$ cat src/rtl/dma_arb_pkg.sv
// Package: shared types for the cascaded DMA request arbiter.
// Assumes: two controllers only, the upper one owning the cascade channel.
package dma_arb_pkg;

    // Which controller a grant belongs to
    typedef enum logic {
        CTRL_LO = 1'b0,
        CTRL_HI = 1'b1
    } ctrl_sel_e;

endpackage

$ cat src/rtl/dma_prio_pick.sv
// Module: dma_prio_pick
// Fixed-priority picker: bit 0 is the highest priority. Reports whether any
// bit is set, the index of the winner and a one-hot copy of the winner.
// Assumes: N >= 2.
module dma_prio_pick #(
    parameter int N  = 4,
    localparam int IW = $clog2(N)
) (
    input  logic [N-1:0]  vec,
    output logic          any,
    output logic [IW-1:0] idx,
    output logic [N-1:0]  onehot
);

    // Scan from the lowest priority up so the lowest set index remains
    always_comb begin
        idx = '0;
        for (int i = N - 1; i >= 0; i--) begin
            if (vec[i]) begin
                idx = IW'(i);
            end
        end
        any    = |vec;
        onehot = vec & (~vec + N'(1));
    end

endmodule

$ cat src/rtl/dma_req_ctrl.sv
// Module: dma_req_ctrl
// Request-output register of one controller. Drops when nothing is requested,
// rises when an unmasked request exists, keeps its value when every pending
// request is masked, and freezes completely while the controller is disabled.
// Assumes: synchronous active-low reset.
module dma_req_ctrl #(
    parameter int N = 4
) (
    input  logic         clk,
    input  logic         rst_n,
    input  logic [N-1:0] req,
    input  logic [N-1:0] mask,
    input  logic         disable_i,
    output logic         req_out
);

    logic [N-1:0] live;

    // Requests that may compete
    always_comb live = req & ~mask;

    // Update the controller's outgoing request
    always_ff @(posedge clk) begin
        if (!rst_n) begin
            req_out <= 1'b0;
        end else if (!disable_i) begin
            if (req == '0) begin
                req_out <= 1'b0;
            end else if (live != '0) begin
                req_out <= 1'b1;
            end
        end
    end

endmodule

$ cat src/rtl/dma_grant_unit.sv
// Module: dma_grant_unit
// Two-level winner selection taken when hold-acknowledge is sampled. The upper
// level picks first; a cascade win (upper channel 0) is resolved again in the
// lower controller. The grant and acknowledge lines are registered.
// Assumes: upper bit 0 carries the lower controller's cascade request.
module dma_grant_unit
    import dma_arb_pkg::*;
#(
    parameter int N  = 4,
    localparam int IW = $clog2(N)
) (
    input  logic          clk,
    input  logic          rst_n,
    input  logic          hlda,
    input  logic [N-1:0]  hi_vec,
    input  logic [N-1:0]  hi_mask,
    input  logic [N-1:0]  lo_vec,
    input  logic [N-1:0]  lo_mask,
    output logic          gnt_valid,
    output ctrl_sel_e     gnt_ctrl,
    output logic [IW-1:0] gnt_chan,
    output logic [N-1:0]  lo_ack,
    output logic [N-1:0]  hi_ack
);

    logic [N-1:0]  hi_live, lo_live;
    logic          hi_any, lo_any;
    logic [IW-1:0] hi_idx, lo_idx;
    logic [N-1:0]  hi_oh, lo_oh;

    // Only unmasked requests compete at either level
    always_comb begin
        hi_live = hi_vec & ~hi_mask;
        lo_live = lo_vec & ~lo_mask;
    end

    dma_prio_pick #(.N(N)) u_pick_hi (
        .vec    (hi_live),
        .any    (hi_any),
        .idx    (hi_idx),
        .onehot (hi_oh)
    );

    dma_prio_pick #(.N(N)) u_pick_lo (
        .vec    (lo_live),
        .any    (lo_any),
        .idx    (lo_idx),
        .onehot (lo_oh)
    );

    // Register the grant; no winner or no acknowledge leaves everything idle
    always_ff @(posedge clk) begin
        if (!rst_n) begin
            gnt_valid <= 1'b0;
            gnt_ctrl  <= CTRL_LO;
            gnt_chan  <= '0;
            lo_ack    <= '0;
            hi_ack    <= '0;
        end else if (hlda && hi_any && (hi_idx != '0)) begin
            gnt_valid <= 1'b1;
            gnt_ctrl  <= CTRL_HI;
            gnt_chan  <= hi_idx;
            lo_ack    <= '0;
            hi_ack    <= hi_oh;
        end else if (hlda && hi_any && lo_any) begin
            gnt_valid <= 1'b1;
            gnt_ctrl  <= CTRL_LO;
            gnt_chan  <= lo_idx;
            lo_ack    <= lo_oh;
            hi_ack    <= hi_oh;
        end else begin
            gnt_valid <= 1'b0;
            gnt_ctrl  <= CTRL_LO;
            gnt_chan  <= '0;
            lo_ack    <= '0;
            hi_ack    <= '0;
        end
    end

endmodule

$ cat src/rtl/dma_cascade_arbiter.sv
// Module: dma_cascade_arbiter (top)
// Arbitrates a lower and an upper DMA controller joined through upper
// channel 0. Produces the cascade request, the processor hold request and,
// after hold-acknowledge, the registered grant with acknowledge lines.
// Assumes: upper channel 0 is never requested from outside.
module dma_cascade_arbiter
    import dma_arb_pkg::*;
#(
    parameter int NCH = 4,
    localparam int CW = $clog2(NCH)
) (
    input  logic           clk,
    input  logic           rst_n,
    input  logic [NCH-1:0] lo_req,
    input  logic [NCH-1:0] lo_mask,
    input  logic           lo_disable,
    input  logic [NCH-2:0] hi_req,
    input  logic [NCH-1:0] hi_mask,
    input  logic           hi_disable,
    input  logic           hlda,
    output logic           cascade_req,
    output logic           hold_req,
    output logic           grant_valid,
    output logic           grant_hi,
    output logic [CW-1:0]  grant_chan,
    output logic [NCH-1:0] lo_dack,
    output logic [NCH-1:0] hi_dack
);

    logic [NCH-1:0] hi_vec;
    ctrl_sel_e      gnt_ctrl;

    // Upper request vector: cascade link in slot 0, external channels above
    always_comb hi_vec = {hi_req, cascade_req};

    dma_req_ctrl #(.N(NCH)) u_lo_ctrl (
        .clk       (clk),
        .rst_n     (rst_n),
        .req       (lo_req),
        .mask      (lo_mask),
        .disable_i (lo_disable),
        .req_out   (cascade_req)
    );

    dma_req_ctrl #(.N(NCH)) u_hi_ctrl (
        .clk       (clk),
        .rst_n     (rst_n),
        .req       (hi_vec),
        .mask      (hi_mask),
        .disable_i (hi_disable),
        .req_out   (hold_req)
    );

    dma_grant_unit #(.N(NCH)) u_grant (
        .clk       (clk),
        .rst_n     (rst_n),
        .hlda      (hlda),
        .hi_vec    (hi_vec),
        .hi_mask   (hi_mask),
        .lo_vec    (lo_req),
        .lo_mask   (lo_mask),
        .gnt_valid (grant_valid),
        .gnt_ctrl  (gnt_ctrl),
        .gnt_chan  (grant_chan),
        .lo_ack    (lo_dack),
        .hi_ack    (hi_dack)
    );

    // Flatten the controller select onto the port
    always_comb grant_hi = (gnt_ctrl == CTRL_HI);

endmodule

$ cat config.mk
export PLATFORM = sky130hd
export DESIGN_NAME = dma_cascade_arbiter
export DESIGN_NICKNAME = d
export VERILOG_FILES = /design/src/rtl/dma_arb_pkg.sv /design/src/rtl/dma_prio_pick.sv /design/src/rtl/dma_req_ctrl.sv /design/src/rtl/dma_grant_unit.sv /design/src/rtl/dma_cascade_arbiter.sv
export SDC_FILE = /design/constraint.sdc
export NUM_CORES = 1
export LEC_CHECK = 0
export ABC_AREA = 1
export CAP_MARGIN = 15
export CORE_MARGIN = 3
export CORE_UTILIZATION = 36
export DETAILED_ROUTE_END_ITERATION = 7
export PLACE_DENSITY = 0.8
export SETUP_SLACK_MARGIN = 0.05
export SLEW_MARGIN = 20
export SYNTH_ARGS = -nofsm -noshare
export SYNTH_HDL_FRONTEND = slang
export SYNTH_SLANG_ARGS = --single-unit
$ cat constraint.sdc
create_clock -name clk -period 1.1 [get_ports clk]
set_input_delay 0.22 -clock clk [delete_from_list [all_inputs] [get_ports clk]]
set_output_delay 0.22 -clock clk [all_outputs]
set_load 0.005 [all_outputs]
==> results.rst, run 1 <==
.. list-table::
   :header-rows: 1

   * - Metric
     - Value
   * - Status
     - complete, no violations
   * - Weighted congestion reported at the end of routability-driven placement
     - 0.732
   * - Total number of vias
     - 680
   * - Headroom to the max-slew limit
     - 0.876
   * - Least setup slack across all paths after layout
     - 0.0236 ns
   * - Num ports
     - 34
   * - Standard-cell rows
     - 14
   * - Signed area change from the synthesized netlist to the final layout
     - 97.1%
   * - Number of nets in the layout
     - 156
   * - Final critical-path required period
     - 1.08 ns
   * - Leakage power of the design
     - 0.000681 µW
   * - Switch share
     - 0.265
   * - Minimum setup slack after placement
     - -0.281 ns
   * - CTS tree
     - built
   * - Portion of the post-synthesis area used by sequential elements
     - 0.462
   * - Classification of the worst-slack hold path
     - in -> reg
   * - Sw Pwr
     - 293 µW
   * - Antenna violations before repair
     - 0
   * - Global routing usage summed across all routing layers
     - 0.157
   * - Arrival time at the worst endpoint
     - 1.29 ns
   * - Fin crit share
     - 0.979
   * - Clock-pin slew on the worst setup and hold paths
     - 0.07 ns
   * - Via count of the first global-routing pass
     - 556
   * - Worst skew pair latency
     - 0.27 ns
   * - Most used routing layer in global routing
     - met2
   * - Post-Synth XOR/XNOR Area
     - 0
   * - Destination of the worst hold path
     - u_hi_ctrl.req_out
   * - Cell Int Power
     - 812 µW
   * - Overall die width
     - 47.1 µm
   * - Number of max-slew violations in the final report
     - 0
   * - Number of clock buffers inserted by TritonCTS
     - 3
   * - Pin count of the biggest net entering global routing
     - 8
   * - Global-route wire length before repair
     - 2330 µm
   * - EDFF count, synth
     - 0
   * - Synth Register Bits
     - 14
   * - Dominant combinational cell family by area after synthesis
     - simple AND/OR/NAND/NOR gates
   * - Detailed placer's ending HPWL
     - 1160 µm
   * - Syn Inst Count
     - 82
   * - Average routed wire per standard cell
     - 11.8 µm
   * - Reg2Reg Setup Slack
     - 0.03 ns
   * - Class of the most critical setup path
     - in -> reg
   * - Post-layout utilization of the core
     - 0.776
   * - Number of fillers in the final layout
     - 117
   * - 1st-iter DRT viols
     - 9
   * - Worst Hold Path Cells
     - 5
   * - Areal power density over the cells
     - 923 mW/mm²
   * - Antenna diode count
     - 0
   * - Distinct cell type count after synthesis
     - 14
   * - Largest area contributor in the synthesized netlist
     - sky130_fd_sc_hd__dfxtp_1
   * - Via density
     - 4.53
   * - Number of buffers added to fix hold violations after cts
     - 0
   * - Routed wire length
     - 1770 µm
   * - Final setup viols
     - 0
   * - Reg-to-reg endpoint
     - u_grant.lo_ack[1]
   * - Actual transition at the worst max-transition pin
     - 0.185 ns
   * - Total instance count after detailed placement
     - 145
   * - Routing usage on met2
     - 0.255
   * - Required time of the critical path
     - 1.31 ns
   * - Largest fanout on the critical path
     - 7
   * - Clock power share
     - 0.246
   * - Ratio of cells with drive above 1 in the final layout
     - 0.351
   * - Crit path capture type
     - register
   * - Max cap viols
     - 0
   * - Mux contribution to synthesized area
     - 0
   * - Synthesized netlist net count
     - 102
   * - Adder-cell share of the synthesized area
     - 0
   * - Total Neg Setup Slack
     - 0 ns
   * - Area share of the leading cell type in the synthesized netlist
     - 0.462
   * - DRC
     - 0
   * - M1 GR Usage
     - 0.185
   * - Overall die area
     - 0.00221 mm²
   * - Fraction of registers with async set or reset after synthesis
     - 0
   * - Height of the chip
     - 47.1 µm
   * - R2R depth
     - 7
   * - Count of endpoints failing hold in the final timing report
     - 0
   * - Fraction of the mapped netlist area in simple logic gates
     - 0.421
   * - Max Fclk
     - 929 MHz
   * - Number of detailed-routing iterations run before antenna repair
     - 4
   * - Synth area leaders
     - sky130_fd_sc_hd__dfxtp_1 (46%), sky130_fd_sc_hd__nand2_1 (11%), sky130_fd_sc_hd__nor2_1 (11%)
   * - Synth cell count leaders
     - sky130_fd_sc_hd__nand2_1 (18), sky130_fd_sc_hd__nor2_1 (18), sky130_fd_sc_hd__inv_1 (15)
   * - Critical register-to-register path startpoint
     - u_lo_ctrl.req_out
   * - Post-synthesis area per instance
     - 7.40 µm²
   * - RSZ-0062 raised after global routing
     - yes
   * - Synthesized cell area
     - 607 µm²
   * - Worst Min Path Start
     - hi_req[0]
   * - Initial cell density of the core
     - 0.394
   * - # port buffers
     - 33
   * - Number of sinks on the clock net
     - 14
   * - Final antenna-violating net count
     - 0
   * - Worst clock skew on the final layout
     - 0.00122 ns
   * - Kind of start point of the critical path
     - input pin
   * - GR Layer Usage met3
     - 0.0345
   * - Worst-case clock buffer depth
     - 2
   * - Combinational fraction of design power
     - 0.271
   * - Core region area
     - 0.00154 mm²
   * - IR drop worst, VDD
     - 485 µV
   * - Top flip-flop cell by instance count after synthesis
     - sky130_fd_sc_hd__dfxtp_1
   * - Maximum level of the CTS H-tree
     - 1
   * - Number of warnings reported in the yosys synthesis log
     - 0
   * - Non-filler cells, final
     - 150
   * - Synthesized-area fraction occupied by ao, oa, aoi and oai cells
     - 0.0247
   * - Residual overflow from global routing
     - 0
   * - Relative contribution of sequential cells to total power
     - 0.483
   * - Root buffer selected by CTS
     - sky130_fd_sc_hd__clkbuf_4
layer usage:
metal / up-vias / part of all wire
met5: - / 0
met2: 27 / 0.50
li1: 349 / -
met4: 0 / 0.054
met3: 11 / 0.045
met1: 293 / 0.40
cell families after synthesis:
| group | Yosys count |
|---|---|
| and+or+nand+nor | 50 |
| buffers and inverters | 15 |
| DFF | 14 |
| AOI/OAI and AO/OA | 3 |
layout by cell type, fill, tap and decap left out, types with 3 or more instances in the layout:
cell                               n
sky130_fd_sc_hd__dlymetal6s2s_1    8
sky130_fd_sc_hd__nand2_1           9
sky130_fd_sc_hd__nand2_2           7
sky130_fd_sc_hd__dfxtp_1          12
sky130_fd_sc_hd__dlygate4sd2_1     5
sky130_fd_sc_hd__clkbuf_4          3
sky130_fd_sc_hd__nor2_1           15
sky130_fd_sc_hd__clkdlybuf4s50_1   7
sky130_fd_sc_hd__buf_4            15
sky130_fd_sc_hd__nand2_4           7
sky130_fd_sc_hd__nand3_1           3
sky130_fd_sc_hd__inv_1            12
sky130_fd_sc_hd__clkdlybuf4s15_1  12
worst max path at each step:
stage,start,endpoint,slack [ns],cells after the start
after global placement,lo_req[2],u_grant.lo_ack[3],-0.26,7
final,hi_req[2],u_grant.lo_ack[1],0.02,7
after detailed placement,lo_req[2],u_grant.lo_ack[3],-0.28,7
after floorplan,u_lo_ctrl.req_out,u_grant.hi_ack[2],0.12,6
after CTS,u_lo_ctrl.req_out,cascade_req,0.02,1
after global routing,u_lo_ctrl.req_out,u_grant.hi_ack[3],-0.03,7
power by group through the flow:
stage	Clock, µW	Sequential (µW)	Combinational [µW]
floorplan	0	549	91.6
global placement	0	543	258
detailed placement	0	544	262
CTS	281	532	263
global route	294	536	322
finish	272	533	299
critical path, stage by stage:
cell	delay [ns]
sky130_fd_sc_hd__clkdlybuf4s50_1	0.48
sky130_fd_sc_hd__nand2_1	0.07
sky130_fd_sc_hd__nand2_2	0.09
sky130_fd_sc_hd__nor2_4	0.05
sky130_fd_sc_hd__nor2_8	0.17
sky130_fd_sc_hd__nand3_2	0.11
sky130_fd_sc_hd__nor2_1	0.10
area by class of cell:
class / count / area (µm²) / share of cell area
clock buffer: 3 / 22.5 / 0.0188
inverter: 15 / 58.8 / 0.0492
multi-input combinational: 53 / 349 / 0.292
sequential: 14 / 283 / 0.236
tap: 16 / 20.0 / 0.0167
timing repair buffer: 49 / 463 / 0.387
registers in the layout, summed over array words and instances, names as in the netlist:
register	flops
u_lo_ctrl.req_out	1
u_hi_ctrl.req_out	1
u_grant.gnt_valid	1
u_grant.gnt_chan	2
u_grant.gnt_ctrl	1
u_grant.lo_ack	4
u_grant.hi_ack	4
repair_timing:
action                                  CTS  global route
endpoints found under the setup margin   26            26
pin swaps                                 6            15
gates cloned                              0             0
gates resized for setup                  30            38
setup buffers                             1             1
endpoints found under the hold margin     0             0
per-stage QoR:
step	hold slack, ns	power, µW	area, µm²
after CTS	0.414	1080	1100
after global placement	0.462	801	1060
after global routing	0.392	1150	1200
after detailed placement	0.491	806	1060
after floorplan	0.362	640	607
final	0.369	1100	1200
(Power assumes the default switching activity.)
==> inputs of run 2 (changes only) <==
CORE_MARGIN = 1.5   (was 3)
CORE_UTILIZATION = 39   (was 36)
PLACE_DENSITY = 0.85   (was 0.8)
SLEW_MARGIN = unset   (was 20)
clock period = 1.3 ns   (was 1.1 ns; I/O delays follow)
==> run 2 against run 1 <==
  * Core utilization decreased by 7.3 points
  * Cell count decreased by 3.3%
  * Critical path type unchanged
  * Critical endpoint is now u_grant.lo_ack[2]
  * Highest routed layer unchanged
  * Power decreased by 20%
==> results.rst, run 2 (synthesis results as in run 1) <==
.. list-table::
   :header-rows: 1

   * - Metric
     - Value
   * - Status
     - complete, no violations
   * - Cell breakdown of the critical path
     - clkdlybuf4s50_1, inv_1, nand2_1, nand2_2, nor2_4, nor2_8, nand2_2, nor2_1
   * - Leading cell types in the layout, fill and taps excluded
     - sky130_fd_sc_hd__clkdlybuf4s50_1 (19), sky130_fd_sc_hd__nand2_1 (18), sky130_fd_sc_hd__nor2_1 (18)
   * - Residual overflow from global routing
     - 0
   * - Total number of vias
     - 631
   * - Critical register-to-register path startpoint
     - u_lo_ctrl.req_out
   * - Core region area
     - 0.00149 mm²
   * - Weighted congestion reported at the end of routability-driven placement
     - 0.823
   * - Largest registers ranked by flip-flop count
     - u_grant.hi_ack x4, u_grant.lo_ack x4, u_grant.gnt_chan x2
   * - Antenna violations before repair
     - 0
   * - Number of buffers added to fix hold violations after cts
     - 0
   * - Clock-pin slew on the worst setup and hold paths
     - 0.08 ns
   * - Worst skew pair latency
     - 0.27 ns
   * - Height of the chip
     - 42.4 µm
   * - R2R depth
     - 7
   * - CP Depth
     - 8
   * - Required time of the critical path
     - 1.47 ns
   * - Fin crit share
     - 0.879
   * - Signed area change from the synthesized netlist to the final layout
     - 72.4%
   * - Maximum level of the CTS H-tree
     - 1
   * - Total Neg Setup Slack
     - 0 ns
   * - Most frequent standard cell in the layout excluding fill and tap cells
     - sky130_fd_sc_hd__clkdlybuf4s50_1
   * - Largest fanout on the critical path
     - 7
   * - Crit. Startpoint
     - hi_mask[1]
   * - Worst clock skew on the final layout
     - 0.00732 ns
   * - 1st-iter DRT viols
     - 5
   * - Max cap viols
     - 0
   * - Headroom to the max-slew limit
     - 0.867
   * - Leakage power of the design
     - 0.000596 µW
   * - Sum of buffers and inverters on the critical path
     - 2
   * - IR drop worst, VDD
     - 540 µV
   * - Average routed wire per standard cell
     - 9.20 µm
   * - RSZ-0062 raised after global routing
     - no
   * - Number of detailed-routing iterations run before antenna repair
     - 4
   * - Routed wire length
     - 1330 µm
   * - Reg2Reg Setup Slack
     - 0.23 ns
   * - Worst-case clock buffer depth
     - 2
   * - Family of cells with the greatest summed delay on the critical path
     - simple AND/OR/NAND/NOR gates
   * - Number of fillers in the final layout
     - 129
   * - Class of the most critical setup path
     - in -> reg
   * - Final setup viols
     - 0
   * - Final critical-path required period
     - 1.14 ns
   * - Antenna diode count
     - 0
   * - Crit path top cell by count
     - sky130_fd_sc_hd__nand2_2
   * - Actual transition at the worst max-transition pin
     - 0.198 ns
   * - Classification of the worst-slack hold path
     - reg -> reg
   * - CTS tree
     - built
   * - Count of endpoints failing hold in the final timing report
     - 0
   * - DRC
     - 0
   * - Max Fclk
     - 875 MHz
   * - Root buffer selected by CTS
     - sky130_fd_sc_hd__clkbuf_4
   * - Worst Hold Path Cells
     - 2
   * - Number of nets in the layout
     - 151
   * - Via count of the first global-routing pass
     - 627
   * - Reg-to-reg endpoint
     - u_grant.lo_ack[2]
   * - Number of sinks on the clock net
     - 14
   * - Overall die area
     - 0.00180 mm²
   * - Minimum setup slack after placement
     - -0.113 ns
   * - Initial cell density of the core
     - 0.408
   * - Via density
     - 4.35
   * - Detailed placer's ending HPWL
     - 1170 µm
   * - Num ports
     - 34
   * - Areal power density over the cells
     - 847 mW/mm²
   * - Global-route wire length before repair
     - 2420 µm
   * - Maximum cell stage delay along the critical path
     - 0.47 ns
   * - Least setup slack across all paths after layout
     - 0.157 ns
   * - Standard-cell rows
     - 14
   * - Number of max-slew violations in the final report
     - 0
   * - Pin count of the biggest net entering global routing
     - 8
   * - Overall die width
     - 42.4 µm
   * - Crit path capture type
     - register
   * - Arrival time at the worst endpoint
     - 1.31 ns
   * - Global routing usage summed across all routing layers
     - 0.179
   * - Number of clock buffers inserted by TritonCTS
     - 3
   * - Highest-delay cell along the critical path
     - sky130_fd_sc_hd__clkdlybuf4s50_1
   * - Kind of start point of the critical path
     - input pin
   * - End of the critical path
     - u_grant.lo_ack[2]
   * - # port buffers
     - 33
   * - Ratio of cells with drive above 1 in the final layout
     - 0.186
   * - Final antenna-violating net count
     - 0
run 2: cell types whose count changed in the layout (fill, tap and decap cells not counted), sizes merged:
cell	previous run	this run
clkdlybuf4s15	12	0
clkdlybuf4s50	7	19
dlygate4sd2	5	14
dlymetal6s2s	8	0
buf	16	11
clkbuf	4	3
run 2: metrics by stage:
step / hold slack [ns] / cells / instance area [µm²] / utilization / total power, µW
floorplan: 0.402 / 82 / 607 / - / 542
global placement: 0.465 / 142 / 1040 / 0.698 / 670
detailed placement: 0.494 / 142 / 1040 / 0.698 / 675
CTS: 0.493 / 145 / 1050 / 0.703 / 892
global route: 0.521 / 145 / 1050 / 0.703 / 932
finish: 0.492 / 145 / 1050 / 0.703 / 886
run 2: what timing repair did:
item	4_1_cts	5_1_grt
buffers inserted	0	0
setup endpoints to repair	14	0
resized for setup	15	0
run 2: worst register-to-register path, delay by kind of cell (launching register included):
kind,cells,cell delay (ns)
AND/OR/NAND/NOR,6,0.50
flip-flops,1,0.31
buffers and inverters,1,0.14
run 2: where the power goes:
| part | total, µW | switching [µW] | leakage (µW) | internal, µW |
|---|---|---|---|---|
| clock | 232 | 125 | 0.0000138 | 107 |
| sequential | 449 | 4.12 | 0.000114 | 445 |
| combinational | 204 | 87.6 | 0.000468 | 117 |
run 2: final cells by class:
class / instances / area [µm²] / share of cell area
multi-input cells: 53 / 270 / 0.258
clock buffers: 3 / 22.5 / 0.0215
flip-flops and latches: 14 / 282 / 0.269
well taps: 16 / 20.0 / 0.0191
inverters: 15 / 56.3 / 0.0538
repair buffers: 44 / 395 / 0.378
run 2: how the worst min path moves through the flow:
| stage | startpoint | to | slack (ns) |
|---|---|---|---|
| 6_report | u_hi_ctrl.req_out | u_hi_ctrl.req_out | 0.49 |
| 5_1_grt | u_hi_ctrl.req_out | u_hi_ctrl.req_out | 0.52 |
| 4_1_cts | u_hi_ctrl.req_out | u_hi_ctrl.req_out | 0.49 |
| 3_5_place_dp | u_hi_ctrl.req_out | u_hi_ctrl.req_out | 0.49 |
| 3_3_place_gp | u_hi_ctrl.req_out | u_hi_ctrl.req_out | 0.46 |
| 2_1_floorplan | rst_n | u_hi_ctrl.req_out | 0.40 |
run 2: per-layer routing:
| metal | GRT usage | up-vias | wire length, µm |
|---|---|---|---|
| met5 | 0 | - | 0 |
| met4 | 0.125 | 0 | 19 |
| met3 | 0.0302 | 2 | 47 |
| met2 | 0.317 | 20 | 739 |
| met1 | 0.188 | 270 | 527 |
| li1 | - | 339 | - |
